[src/rtl/dreq_activator.sv]
module dreq_activator #(
  parameter int SYNC_STAGES = 2
) (
  input  logic clk,
  input  logic rst_n,
  input  logic dreq_n,
  input  logic level_mode,
  input  logic chan_en,
  input  logic xfer_ready,
  input  logic xfer_done,
  input  logic last_xfer,
  input  logic src_ext,
  input  logic dst_ext,
  input  logic ext_wr_busy,
  output logic xfer_req,
  output logic tend_n
);

  typedef enum logic [1:0] {ST_IDLE, ST_ARM, ST_WAIT, ST_HOLD} st_t;

  logic [SYNC_STAGES-1:0] sync_q;
  logic req_low;
  st_t  st, st_n;
  logic fire;

  always_ff @(posedge clk or negedge rst_n)
    if (!rst_n) sync_q <= '1;
    else        sync_q <= {sync_q[SYNC_STAGES-2:0], dreq_n};

  assign req_low = ~sync_q[SYNC_STAGES-1];

  always_comb begin
    st_n = st;
    fire = 1'b0;
    if (!chan_en) begin
      st_n = ST_IDLE;
    end else if (st == ST_IDLE) begin
      st_n = ST_ARM;
    end else if (level_mode) begin
      st_n = ST_ARM;
      fire = req_low && xfer_ready;
    end else begin
      case (st)
        ST_ARM:  if (req_low) st_n = ST_WAIT;
        ST_WAIT: if (xfer_ready) begin
                   fire = 1'b1;
                   st_n = ST_HOLD;
                 end
        ST_HOLD: if (!req_low) st_n = ST_ARM;
        default: st_n = ST_IDLE;
      endcase
    end
  end

  always_ff @(posedge clk or negedge rst_n)
    if (!rst_n) begin
      st       <= ST_IDLE;
      xfer_req <= 1'b0;
    end else begin
      st       <= st_n;
      xfer_req <= fire;
    end

  logic internal_only, mask_end;
  assign internal_only = ~src_ext & ~dst_ext;
  assign mask_end      = internal_only & ext_wr_busy;
  assign tend_n        = ~(chan_en & xfer_done & last_xfer & ~mask_end);

  a_r4_edge_pulse_from_wait: assert property (@(posedge clk) disable iff (!rst_n)
    (xfer_req && !$past(level_mode)) |-> ($past(st) == ST_WAIT && $past(xfer_ready)));

  a_r5_rearm_needs_high: assert property (@(posedge clk) disable iff (!rst_n)
    ($past(st) == ST_HOLD && st == ST_ARM && !$past(level_mode)) |-> !$past(req_low));

  a_r7_no_pulse_disabled: assert property (@(posedge clk) disable iff (!rst_n)
    !$past(chan_en) |-> !xfer_req);

  a_r6_level_needs_low: assert property (@(posedge clk) disable iff (!rst_n)
    (xfer_req && $past(level_mode)) |-> ($past(req_low) && $past(xfer_ready)));

  a_r8_external_ends: assert property (@(posedge clk) disable iff (!rst_n)
    (chan_en && xfer_done && last_xfer && (src_ext || dst_ext)) |-> !tend_n);

  a_r9_masked_internal: assert property (@(posedge clk) disable iff (!rst_n)
    (xfer_done && !src_ext && !dst_ext && ext_wr_busy) |-> tend_n);

  a_r10_quiet_without_last: assert property (@(posedge clk) disable iff (!rst_n)
    !(xfer_done && last_xfer) |-> tend_n);

endmodule

[config.mk]
export PLATFORM = sky130hd
export DESIGN_NAME = dreq_activator
export DESIGN_NICKNAME = d
export VERILOG_FILES = /design/src/rtl/dreq_activator.sv
export SDC_FILE = /design/constraint.sdc
export NUM_CORES = 1
export LEC_CHECK = 0
export ABC_CLOCK_PERIOD_IN_PS = 2700
export BUFFER_PORTS_ARGS = -buffer_cell sky130_fd_sc_hd__buf_2
export CAP_MARGIN = 40
export CORE_AREA = 2 2 39 41
export DETAILED_ROUTE_END_ITERATION = 12
export DIE_AREA = 0 0 41 43
export MAX_ROUTING_LAYER = met4
export SLEW_MARGIN = 0
export SYNTH_ARGS = -nofsm -noshare
export SYNTH_HDL_FRONTEND = slang
export SYNTH_SLANG_ARGS = --single-unit
[constraint.sdc]
create_clock -name clk -period 2.7 [get_ports clk]
set_input_delay 0.27 -clock clk [delete_from_list [all_inputs] [get_ports clk]]
set_output_delay 0.27 -clock clk [all_outputs]
set_load 0.02 [all_outputs]
==> out/metrics.yaml <==
cts_resized: 0
drtIter0Drc: 6
grt_max_degree: 6
io_buffers: 12
maxCapViolations: 0
ys_ff_latch: 5
yosys.area.top_type: "dfrtp_1"
grt_pass1_wl_um: 938
core-area_um2: 1380
h-tree-depth: 1
fin_ws_ns: 1.18
drc: 0
finClkSkew_ns: 0.0000472
clockBufferDepth: 2
cp.arrival_ns: 1.64
grtUsageTotal: 0.0835
die_w_um: 41
synth_top_area_frac: 0.260
hold_violations: 0
power.density_nw_per_um2: 483
fmax_mhz: 657
finalWirelength_um: 538
syn2layout_area_growth_pct: 40.3
drtAntennaViolNets: 0
leakage_nw: 0.203
min_path_type: "input pin to flip-flop"
syn_inst: 30
grt_setup_unrepaired: "no"
yosys-top-cells-area: "dfrtp_1, dfstp_2, ha_1, nand2_1, inv_1"
max_slew_margin: 0.824
overflow: 0
wl_per_cell_um: 8.54
tightest_slew_ns: 0.263
crit_chain: "inv_1 > ha_1 > or4_1 > o21ai_1 > a21oi_1"
place_area_um2: 369
ctsRootBufferMaster: "clkbuf_4"
cts_made_buffers: 3
status: "complete, no violations"
endpoint_kind: "flip-flop"
setup_viol: 0
synth_seq_area_share: 0.442
grt_pass1_vias: 251
insertion_delay_ns: 0.24
gp_congestion: 0.589
vias: 266
cp.buffers_inverters: 1
post-route-min-period_ns: 1.52
cts.sinks: 5
rows: 14
ir_drop_mv: 0.149
worst_hold_slack_ns: 0.136
crit_type: "flip-flop to flip-flop"
fin_area_um2: 405
chipHeight_um: 43
tns_ns: 0
synth_nets: 45
dr.pass1.iters: 4
dp_hpwl_um: 464
crit_family: "simple AND/OR/NAND/NOR gates"
antenna_cells: 0
synth_cell_types: 16
dpl_worst_slack_ns: 1.18
cts_tree: "built"
slowest_delay_ns: 0.53
crit_required_ns: 2.82
timing.final.crit_share: 0.564
cts.clk_slew.worst_paths_ns: 0.04
crit_fanout: 4
final_nets: 63
die-area_um2: 1760
avgViaCountPerCell: 4.22
critical_path.slowest_cell: "or4_1"
syn_area_um2: 289
avgSynthCellArea_um2: 9.63
ys_warn_count: 0
io_pins: 13
antenna_found_initial: 0
final_max_slew_viol_count: 0
start_kind: "flip-flop"
drive_gt1_frac: 0.383
start_util: 0.209
[cells in the mapped netlist]
cell / number
ha_1: 4
mux2i_1: 1
nor3b_1: 1
and2_1: 1
dfrtp_1: 3
nand4_1: 1
o21ai_0: 1
o21ai_1: 1
nor3_1: 2
a221o_2: 1
a21oi_1: 1
nand2_1: 5
or4_1: 1
dfstp_2: 2
inv_1: 4
nor2_1: 1
[final cells by class]
class / instances / area (um2)
tap: 16 / 20.0
multi-input combinational: 21 / 146
clock buffer: 4 / 26.3
timing repair buffer: 13 / 70.1
fill: 167 / 978
sequential: 5 / 128
inverter: 4 / 15.0
[registers in the layout, indices dropped and copies added, names as in the netlist]
| name | cells |
|---|---|
| xfer_req | 1 |
| sync_q | 2 |
| st | 2 |
[path summary, 6_finish.rpt]
kind / start / to / slack [ns] / depth (start not counted)
setup / recovery: st[0] / st[0] / 1.18 / 5
hold / removal: dreq_n / sync_q[0] / 0.14 / 1
setup reg to reg: st[0] / st[0] / 1.18 / 5
hold reg to reg: sync_q[0] / sync_q[1] / 0.35 / 0
max in group asynchronous: rst_n / sync_q[1] / 2.11 / 2
min in group asynchronous: rst_n / st[0] / 0.38 / 2
[cells by family after synthesis]
family | count (synthesis) | synth area share
buffers and inverters | 4 | 0.0519
adder cells (fa/ha/maj) | 4 | 0.173
AO/OA/AOI/OAI | 4 | 0.0909
AND/OR/NAND/NOR | 12 | 0.208
multiplexers | 1 | 0.0346
flip-flops | 5 | 0.442
[report_power, final]
| group | total (W) | switching [W] | internal [W] |
|---|---|---|---|
| Combinational | 0.0000290 | 0.0000145 | 0.0000145 |
| Clock | 0.0000836 | 0.0000279 | 0.0000557 |
| Sequential | 0.0000831 | 0.00000291 | 0.0000802 |
| Total | 0.000196 | 0.0000453 | 0.000150 |
[stage by stage]
step	power (W)	utilization	std cells
global route	0.000209	0.293	63
detailed placement	0.000112	0.267	58
global placement	0.000111	0.267	58
floorplan	0.0000986	-	30
finish	0.000196	0.293	63
CTS	0.000203	0.293	63
[timing repair]
action	4_1_cts	5_1_grt
endpoints found under the hold margin	3	0
hold buffers	1	0
setup buffers	0	0
[cell usage in the layout (no fill, tap or decap)]
master	instances
buf_2	12
nand2_1	5
inv_1	4
ha_1	4
clkbuf_4	3
dfrtp_1	3
nor3_1	2
dfstp_2	2
nor2_1	1
nand4_1	1
o21ai_0	1
and2_1	1
a221o_2	1
or4_1	1
o21ai_1	1
a21oi_1	1
nor3b_1	1
mux2i_1	1
clkbuf_1	1
dlygate4sd3_1	1
[layer usage]
metal	vias to the layer above	GRT usage	share of wire
met5	-	-	0
met4	0	0.0400	0
met3	0	0.0471	0.054
met2	7	0.116	0.55
met1	122	0.0939	0.40
li1	137	-	-
Note: power is estimated with default switching activity, not from simulation.
